File: config.mk
export PLATFORM = sky130hd
export DESIGN_NAME = tcdisp_top
export DESIGN_NICKNAME = d
export VERILOG_FILES = /design/src/rtl/tcd_pkg.sv /design/src/rtl/tcd_capture.sv /design/src/rtl/tcd_store.sv /design/src/rtl/tcd_replay.sv /design/src/rtl/tcdisp_top.sv
export SDC_FILE = /design/constraint.sdc
export NUM_CORES = 2
export LEC_CHECK = 0
export ABC_CLOCK_PERIOD_IN_PS = 5000
export BUFFER_PORTS_ARGS = -buffer_cell sky130_fd_sc_hd__buf_2
export CAP_MARGIN = 40
export CORE_MARGIN = 8
export CORE_UTILIZATION = 55
export DETAILED_ROUTE_END_ITERATION = 7
export GPL_ROUTABILITY_DRIVEN = 0
export GPL_TIMING_DRIVEN = 0
export PLACE_DENSITY_LB_ADDON = 0.15
export SETUP_SLACK_MARGIN = 0.2
export SKIP_CTS_REPAIR_TIMING = 1
export SLEW_MARGIN = 15
export SYNTH_ARGS = -nofsm -noshare
export SYNTH_HDL_FRONTEND = slang
export SYNTH_HIERARCHICAL = 1
export SYNTH_SLANG_ARGS = --single-unit
File: constraint.sdc
create_clock -name clk -period 5 [get_ports clk]
set_input_delay 0.5 -clock clk [delete_from_list [all_inputs] [get_ports clk]]
set_output_delay 0.5 -clock clk [all_outputs]
set_load 0.02 [all_outputs]
File: src/rtl/tcd_pkg.sv
package tcd_pkg;

    typedef enum logic {
        CAP_IDLE,
        CAP_READ
    } cap_state_e;

    typedef enum logic {
        SWP_UP,
        SWP_DOWN
    } swp_state_e;

endpackage

File: src/rtl/tcd_capture.sv
module tcd_capture
    import tcd_pkg::*;
#(
    parameter int DW = 8,
    parameter int AW = 8
) (
    input  logic          clk,
    input  logic          rst_n,
    input  logic          tick_i,
    input  logic          freeze_i,
    input  logic [DW-1:0] adc_data_i,
    output logic          adc_rd_o,
    output logic          wr_en_o,
    output logic [AW-1:0] wr_addr_o,
    output logic [DW-1:0] wr_data_o
);

    cap_state_e    state_q, state_d;
    logic [AW-1:0] wptr_q;
    logic          take;

    assign take = tick_i && !freeze_i;

    // next-state logic
    always_comb begin
        state_d = state_q;
        unique case (state_q)
            CAP_IDLE: if (take) state_d = CAP_READ;
            CAP_READ: state_d = take ? CAP_READ : CAP_IDLE;
            default:  state_d = CAP_IDLE;
        endcase
    end

    // state register and write pointer
    always_ff @(posedge clk or negedge rst_n) begin
        if (!rst_n) begin
            state_q <= CAP_IDLE;
            wptr_q  <= '0;
        end else begin
            state_q <= state_d;
            if (state_q == CAP_READ) wptr_q <= wptr_q + 1'b1;
        end
    end

    // outputs
    always_comb begin
        adc_rd_o  = 1'b0;
        wr_en_o   = 1'b0;
        unique case (state_q)
            CAP_IDLE: ;
            CAP_READ: begin
                adc_rd_o = 1'b1;
                wr_en_o  = 1'b1;
            end
            default: ;
        endcase
        wr_addr_o = wptr_q;
        wr_data_o = adc_data_i;
    end

endmodule

File: src/rtl/tcd_store.sv
module tcd_store #(
    parameter int DW = 8,
    parameter int AW = 8
) (
    input  logic          clk,
    input  logic          rst_n,
    input  logic          wr_en_i,
    input  logic [AW-1:0] wr_addr_i,
    input  logic [DW-1:0] wr_data_i,
    input  logic [AW-1:0] rd_addr_i,
    output logic [DW-1:0] rd_data_o
);

    localparam int            DEPTH = 1 << AW;
    localparam logic [DW-1:0] MID   = {1'b1, {(DW-1){1'b0}}};

    logic [DW-1:0] mem_q [DEPTH];

    always_ff @(posedge clk or negedge rst_n) begin
        if (!rst_n) begin
            for (int i = 0; i < DEPTH; i++) mem_q[i] <= MID;
        end else if (wr_en_i) begin
            mem_q[wr_addr_i] <= wr_data_i;
        end
    end

    // asynchronous read: a write at the same edge is seen only afterwards
    assign rd_data_o = mem_q[rd_addr_i];

endmodule

File: src/rtl/tcd_replay.sv
module tcd_replay
    import tcd_pkg::*;
#(
    parameter int DW = 8,
    parameter int AW = 8
) (
    input  logic          clk,
    input  logic          rst_n,
    input  logic          pt_en_i,
    input  logic [DW-1:0] rd_data_i,
    output logic [AW-1:0] rd_addr_o,
    output logic [AW-1:0] x_o,
    output logic          x_wr_o,
    output logic [DW-1:0] y_o,
    output logic          y_wr_o
);

    localparam logic [AW-1:0] X_TOP = '1;
    localparam logic [AW-1:0] X_BOT = '0;

    swp_state_e    state_q, state_d;
    logic [AW-1:0] xcnt_q, xcnt_d;
    logic [AW-1:0] rptr_q, rptr_d;

    // read address: post-increment going up, pre-decrement going down
    assign rd_addr_o = (state_q == SWP_DOWN) ? rptr_q - 1'b1 : rptr_q;

    always_comb begin
        state_d = state_q;
        xcnt_d  = xcnt_q;
        rptr_d  = rptr_q;
        if (pt_en_i) begin
            unique case (state_q)
                SWP_UP: begin
                    rptr_d = rptr_q + 1'b1;
                    if (xcnt_q == X_TOP) state_d = SWP_DOWN;
                    else                 xcnt_d  = xcnt_q + 1'b1;
                end
                SWP_DOWN: begin
                    rptr_d = rd_addr_o;
                    if (xcnt_q == X_BOT) state_d = SWP_UP;
                    else                 xcnt_d  = xcnt_q - 1'b1;
                end
                default: state_d = SWP_UP;
            endcase
        end
    end

    // state register
    always_ff @(posedge clk or negedge rst_n) begin
        if (!rst_n) begin
            state_q <= SWP_UP;
            xcnt_q  <= X_BOT;
            rptr_q  <= '0;
        end else begin
            state_q <= state_d;
            xcnt_q  <= xcnt_d;
            rptr_q  <= rptr_d;
        end
    end

    // registered DAC outputs
    always_ff @(posedge clk or negedge rst_n) begin
        if (!rst_n) begin
            x_o    <= '0;
            y_o    <= '0;
            x_wr_o <= 1'b0;
            y_wr_o <= 1'b0;
        end else begin
            x_wr_o <= pt_en_i;
            y_wr_o <= pt_en_i;
            if (pt_en_i) begin
                x_o <= xcnt_q;
                y_o <= rd_data_i;
            end
        end
    end

endmodule

File: src/rtl/tcdisp_top.sv
module tcdisp_top #(
    parameter int DATA_W = 8,
    parameter int ADDR_W = 8
) (
    input  logic              clk,
    input  logic              rst_n,
    input  logic              tick_i,
    input  logic              freeze_i,
    input  logic [DATA_W-1:0] adc_data_i,
    output logic              adc_rd_o,
    input  logic              pt_en_i,
    output logic [ADDR_W-1:0] x_o,
    output logic              x_wr_o,
    output logic [DATA_W-1:0] y_o,
    output logic              y_wr_o
);

    logic              wr_en;
    logic [ADDR_W-1:0] wr_addr;
    logic [DATA_W-1:0] wr_data;
    logic [ADDR_W-1:0] rd_addr;
    logic [DATA_W-1:0] rd_data;

    tcd_capture #(.DW(DATA_W), .AW(ADDR_W)) u_cap (
        .clk        (clk),
        .rst_n      (rst_n),
        .tick_i     (tick_i),
        .freeze_i   (freeze_i),
        .adc_data_i (adc_data_i),
        .adc_rd_o   (adc_rd_o),
        .wr_en_o    (wr_en),
        .wr_addr_o  (wr_addr),
        .wr_data_o  (wr_data)
    );

    tcd_store #(.DW(DATA_W), .AW(ADDR_W)) u_mem (
        .clk        (clk),
        .rst_n      (rst_n),
        .wr_en_i    (wr_en),
        .wr_addr_i  (wr_addr),
        .wr_data_i  (wr_data),
        .rd_addr_i  (rd_addr),
        .rd_data_o  (rd_data)
    );

    tcd_replay #(.DW(DATA_W), .AW(ADDR_W)) u_rep (
        .clk        (clk),
        .rst_n      (rst_n),
        .pt_en_i    (pt_en_i),
        .rd_data_i  (rd_data),
        .rd_addr_o  (rd_addr),
        .x_o        (x_o),
        .x_wr_o     (x_wr_o),
        .y_o        (y_o),
        .y_wr_o     (y_wr_o)
    );

endmodule

* Word level (Yosys, flattened, before mapping)
Cells that the tools add are included.
** Word-level totals
- Flip-flop bits (word level) :: 2091
- Latch bits :: 0
- RAM bits :: 0
- ROM bits :: 0
- Input bits :: 13
- Output and inout bits :: 19
- Word-level logic and storage cells :: 299
- Memories :: 0
** Operators by class
- Add/sub/neg operators :: 5
- Multipliers :: 0
- Div/mod/pow operators :: 0
- Magnitude comparators :: 3
- Eq/ne operators :: 3
- Shift-type cells :: 0
- Mux-type cells :: 16
- Bitwise operators :: 3
- Reduce and logical (&&, ||, !) cells :: 5
** Operator list (number)
- 2048-bit bitwise mux :: 1
- 8-bit binary-select mux with 8-bit select :: 1
- 8-bit demux with 8-bit select :: 1
- 8-bit two-way mux :: 6
- 8-bit one-hot mux with 2 select lines :: 2
- 8-bit by 1-bit adder with 8-bit output, second input constant :: 3
- 9-bit >= comparator, second input constant :: 2
- 8-bit NOT with 9-bit output :: 2
- 8-bit by 1-bit subtractor with 8-bit output, second input constant :: 2
- 9-bit by 1-bit less-than comparator with 1-bit output, second input constant :: 1
- 8-bit == test, second input constant :: 1
- 8-bit zero test :: 1
- 1-bit two-way mux :: 4
- 2-bit inequality test, second input constant :: 2
- 3-bit AND reduction :: 1
- 1-bit logical AND :: 2
- 1-bit one-hot mux with 2 select lines :: 1
- 1-bit zero test :: 1
- 1-bit NOT :: 1

* Logic depth before layout (Yosys ltp)
- Depth in word-level cells :: 6
- Depth in mapped cells :: 17
- Gate-level depth less buffers :: 13

* By module
The synthesis kept the hierarchy.
** By module, submodules not included
- tcd_store :: instances 1, cells each 6068, area an instance 93734.9 um2, sequential area each 51569.5 um2
- tcd_replay :: instances 1, cells each 168, area an instance 1885.6 um2, sequential area each 850.8 um2
- tcd_capture :: instances 1, cells each 37, area an instance 440.4 um2, sequential area each 225.2 um2

* Least setup slack after synthesis
Ideal clock, no wire load.
- Kind :: flip-flop to flip-flop
- From :: register u_rep.state_q
- To :: register u_rep.y_o[4]
- Setup time :: 125 ps
- Arrival time :: 3555 ps
- Data required time :: 4875 ps
- Setup slack :: 1320 ps
- Stages on the path, launching flop included :: 14
- Path buffers :: 1
- Cell sequence :: dfrtp_1 or4b_4 or3_4 or3_4 xnor2_2 nor2b_1 and2_1 clkbuf_1 o221ai_1 o21ai_0 o21ai_1 or3_1 and3_1 mux2_2
** Between the ends
- Word-level cells in the longest chain between the ends :: 5
** RTL lines
- start: declaration :: RTL line tcd_replay.sv:21 : swp_state_e state_q, state_d;
- start signal: assignment :: RTL line tcd_replay.sv:56 : state_q <= state_d;
- 8-bit two-way mux :: RTL line tcd_replay.sv:26 : assign rd_addr_o = (state_q == SWP_DOWN) ? rptr_q - 1'b1 : rptr_q;
- via rd_addr[7] :: RTL line tcdisp_top.sv:21 : logic [ADDR_W-1:0] rd_addr;
- 8-bit NOT with 9-bit output (not written as such) :: RTL line tcd_store.sv:28 : assign rd_data_o = mem_q[rd_addr_i];
- 8-bit binary-select mux with 8-bit select :: RTL line tcd_store.sv:28
- 8-bit two-way mux (not written as such) (2 in a row) :: RTL line tcd_store.sv:28
- via rd_data[4] :: RTL line tcdisp_top.sv:22 : logic [DATA_W-1:0] rd_data;
- end signal: assignment :: RTL line tcd_replay.sv:74 : y_o <= rd_data_i;
- end: declaration :: RTL line tcd_replay.sv:14 : output logic [DW-1:0] y_o,
The timed path passes the listed nets, and every way through them passes these cells. The select of a mux whose other input is x is not followed.
A chain may end at the register's enable or synchronous reset.

* Worst setup path after layout
- From :: register u_rep.rptr_q[0]
- To :: register u_rep.y_o[1]
** Between the ends
- Word-level cells in the longest chain between the ends :: 6
** RTL lines
- start: declaration :: RTL line tcd_replay.sv:23 : logic [AW-1:0] rptr_q, rptr_d;
- start signal: assignment :: RTL line tcd_replay.sv:58 : rptr_q <= rptr_d;
- 8-bit by 1-bit subtractor with 8-bit output :: RTL line tcd_replay.sv:26
- 8-bit two-way mux :: RTL line tcd_replay.sv:26
- via rd_addr[4] :: RTL line tcdisp_top.sv:21
- 8-bit NOT with 9-bit output (not written as such) :: RTL line tcd_store.sv:28
- 8-bit binary-select mux with 8-bit select :: RTL line tcd_store.sv:28
- 8-bit two-way mux (not written as such) (2 in a row) :: RTL line tcd_store.sv:28
- via rd_data[1] :: RTL line tcdisp_top.sv:22
The timed path passes the listed nets, and every way through them passes these cells. The select of a mux whose other input is x is not followed.

==> reports/summary.txt <==
=====================================================================================
Number of ports placed on the die boundary                                         32
Fin Clk Skew                                                                0.0332 ns
Initial antenna violation count                                                    22
DRC                                                                                 0
Clock tree from TritonCTS                                                        done
Horizontal die dimension                                                       434 um
Final Instance Count excl. Fillers                                               9253
Worst slew margin                                                               29.1%
Global-route wire length before repair                                      514000 um
Filler instances                                                                12900
Pin count of the biggest net entering global routing                              153
Commonest non-fill, non-tap cell in the layout                           sky130_fd_sc_hd__mux2_2
Internal power component                                                      32.7 mW
Period Utilization, post-route                                                  99.5%
Synthesized-area fraction occupied by adder cells                              0.164%
Setup repair after global routing missed its margin                               yes
Floorplan die height                                                           434 um
Share of the core filled with cells in the final layout                         63.3%
Peak supply drop                                                             0.414 mV
Net switching fraction of the power                                             35.2%
Share of cells above drive strength 1                                           53.4%
Post-route minimum period                                                     4.98 ns
Clock-pin slew of the registers on the worst-case setup and hold paths        0.06 ns
Yosys warns                                                                         6
Endpoints failing hold                                                              0
Aggregate global routing overflow                                                   0
Final setup violating endpoints                                                     0
Termination of the worst setup path                                      u_rep/y_o[1]
Max Clk Rate                                                                0.201 GHz
Number of storage elements in the synthesis netlist                              2091
Avg Cell Area, Syn                                                          15.3 um^2
Compound-gate portion of the synthesized area                                   3.17%
Multiplexer area fraction after synthesis                                       36.2%
Post-detail-place hpwl                                                      264000 um
Number of detailed-routing iterations run before antenna repair                     6
Total global-route track usage                                                  39.5%
Most used flip-flop cell after synthesis                                 sky130_fd_sc_hd__dfrtp_1
Area inside the core boundary                                              0.174 mm^2
Combined area of the multi-input logic cells                              0.0413 mm^2
Min Hold Slack                                                               0.165 ns
Number of cells after detailed placement                                         8776
Share of synthesized registers carrying an async set or reset                    100%
Initial core utilization                                                        55.3%
Critical Path AT                                                              5.78 ns
Reg area                                                                  0.0526 mm^2
Final cell area excluding filler cells                                     0.110 mm^2
Distinct cell type count of the synthesized netlist                                74
Worst flop-to-flop path endpoint                                         u_rep/y_o[1]
Mapped Nets                                                                      6298
Residual antenna-violating net count after detailed routing                         0
CP Class                                                                      reg2reg
Worst reg2reg path depth                                                           16
R2r startpoint                                                           u_rep/rptr_q[0]
Reported max-cap violation count                                                    0
Clock sink total                                                                 2091
Initial detailed-routing violation count                                         8605
Relative area change from synthesis to final layout                             14.4%
Worst-margin pin slew                                                         1.06 ns
Overall via count from detail_route                                             64500
Full die area                                                              0.188 mm^2
Count of input and output buffers                                                  23
Leak pwr                                                                      48.4 nW
Max-slew violation total from the final report                                      0
Clk_lat worst skew                                                            0.88 ns
Largest fanout of any net on the critical path                                      6
Routed wirelength normalized by instance count                                40.4 um
Placement row count                                                               153
Power Density                                                             458 mW/mm^2
Number of CTS-inserted buffers                                                    217
Root buffer selected by CTS                                              sky130_fd_sc_hd__clkbuf_16
Net switching power                                                           17.7 mW
Data required, critical path                                                  5.81 ns
Total Wirelength                                                            374000 um
Simple-gate share of the synthesized area                                       2.74%
Cell Area, Placed                                                          0.101 mm^2
Number of standard cells after synthesis                                         6273
Post-synthesis share of cell area spent on xor and xnor gates                  0.218%
Critical Path End Type                                                      flip-flop
Proportion of power drawn by combinational gates                                29.5%
Vias in the first global route                                                  63800
Share of the yosys chip area belonging to registers                             54.8%
Tightest Hold Check Type                                                       in2reg
Number of buffers between clock root and the deepest sink                           3
Largest family of logic cells by synthesized area                        multiplexers
H-tree depth reported by CTS                                                        4
Commonest non-fill, non-tap cells in the layout                          2067 x sky130_fd_sc_hd__mux2_2, 1834 x sky130_fd_sc_hd__dfrtp_1, 443 x sky130_fd_sc_hd__mux4_2
Critical path origin                                                     u_rep/rptr_q[0]
Run status                                                               finished clean
Part of the power in the clock network                                          33.1%
Launching element type of the critical path                                 flip-flop
Post-synthesis instance area                                              0.0961 mm^2
Part of the power in registers                                                  37.3%
Number of enable-type register cells in the synthesized netlist                     0
Slack of the worst reg-to-reg path                                            0.02 ns
Number of nets in the layout                                                     6726
Per-cell via count in the routed design                                          6.97
=====================================================================================
## worst max-delay path, stage by stage, from the launching register on
cell,delay [ns]
sky130_fd_sc_hd__dfrtp_1,0.45
sky130_fd_sc_hd__inv_1,0.12
sky130_fd_sc_hd__ha_1,0.23
sky130_fd_sc_hd__and4bb_2,0.28
sky130_fd_sc_hd__xor2_4,0.21
sky130_fd_sc_hd__clkbuf_2,0.28
sky130_fd_sc_hd__buf_6,0.22
sky130_fd_sc_hd__nor2_1,0.16
sky130_fd_sc_hd__clkbuf_1,0.53
sky130_fd_sc_hd__buf_6,0.25
sky130_fd_sc_hd__a22oi_1,0.10
sky130_fd_sc_hd__a21oi_2,0.27
sky130_fd_sc_hd__a21oi_1,0.07
sky130_fd_sc_hd__o211ai_1,0.86
sky130_fd_sc_hd__o31ai_1,0.27
sky130_fd_sc_hd__nor3_4,0.37
sky130_fd_sc_hd__mux2_2,0.22
## area by class of cell
class	instances	share of cell area, %
plain buffers	477	2.77
inverters	12	0.0478
clock inverters	59	0.582
diodes	33	0.0751
multi-input cells	3693	37.5
flip-flops and latches	2091	47.9
well taps	2325	2.65
repair buffers	209	2.33
clock buffers	354	6.11
## cell families after synthesis
kind of cell | count (synthesis)
AND/OR/NAND/NOR | 551
buffers and inverters | 489
multiplexers | 2663
flip-flops | 2091
adder cells (fa/ha/maj) | 12
AO/OA/AOI/OAI | 444
XOR/XNOR | 23
## power groups by stage
stage	Sequential [mW]	Clock [mW]	Combinational (mW)
global placement	19.1	0	12.7
detailed placement	19.1	0	13.5
floorplan	18.9	0	6.10
global route	18.9	17.5	14.6
CTS	18.8	16.8	13.5
finish	18.8	16.7	14.9
## worst min path at each step
stage / to / slack, ns / cells past startpoint / from
finish: u_mem/mem_q[17] / 0.17 / 3 / adc_data_i[1]
global route: u_mem/mem_q[25] / 0.18 / 3 / adc_data_i[1]
CTS: u_mem/mem_q[698] / -0.42 / 1 / rst_n
detailed placement: u_mem/mem_q[1771] / 0.49 / 1 / u_mem/mem_q[1771]
global placement: u_mem/mem_q[1929] / 0.48 / 1 / u_mem/mem_q[1929]
floorplan: u_cap/state_q / 0.20 / 0 / rst_n
## flip-flops by register name (all words and copies together) (netlist names)
name             cells
u_mem/mem_q       2048
u_cap/wr_addr_o      8
u_rep/rptr_q         8
u_rep/x_o            8
u_rep/xcnt_q         8
u_rep/y_o            8
u_cap/state_q        1
u_rep/state_q        1
u_rep/y_wr_o         1
## through the flow
stage	power (mW)	setup slack [ns]	setup TNS [ns]
2_1_floorplan	25.0	1.32	0
3_3_place_gp	31.8	-42.31	-
3_5_place_dp	32.6	-1.40	-9.76
4_1_cts	49.1	-1.44	-10.11
5_1_grt	51.0	0.146	0
6_report	50.4	0.0233	0
## cell usage after synthesis (60+ instances only)
master	count	area, um^2
sky130_fd_sc_hd__a21oi_1	114	571
sky130_fd_sc_hd__a22oi_1	160	1200
sky130_fd_sc_hd__buf_2	79	395
sky130_fd_sc_hd__clkbuf_1	308	1160
sky130_fd_sc_hd__dfrtp_1	1835	45900
sky130_fd_sc_hd__dfstp_2	256	6730
sky130_fd_sc_hd__mux2_2	2067	23300
sky130_fd_sc_hd__mux2i_1	153	1530
sky130_fd_sc_hd__mux4_2	443	9980
sky130_fd_sc_hd__nand2_1	182	683
sky130_fd_sc_hd__nor2_1	140	526
sky130_fd_sc_hd__nor2_2	60	375
## metal layers
layer,GRT usage [%],vias up,routed length [um]
met3,15.9,1356,47000
met2,54.7,4377,156000
met5,0.154,-,37
li1,-,24300,-
met1,49.4,34400,135000
met4,30.3,6,36000
Note: power is estimated with default switching activity, not from simulation.
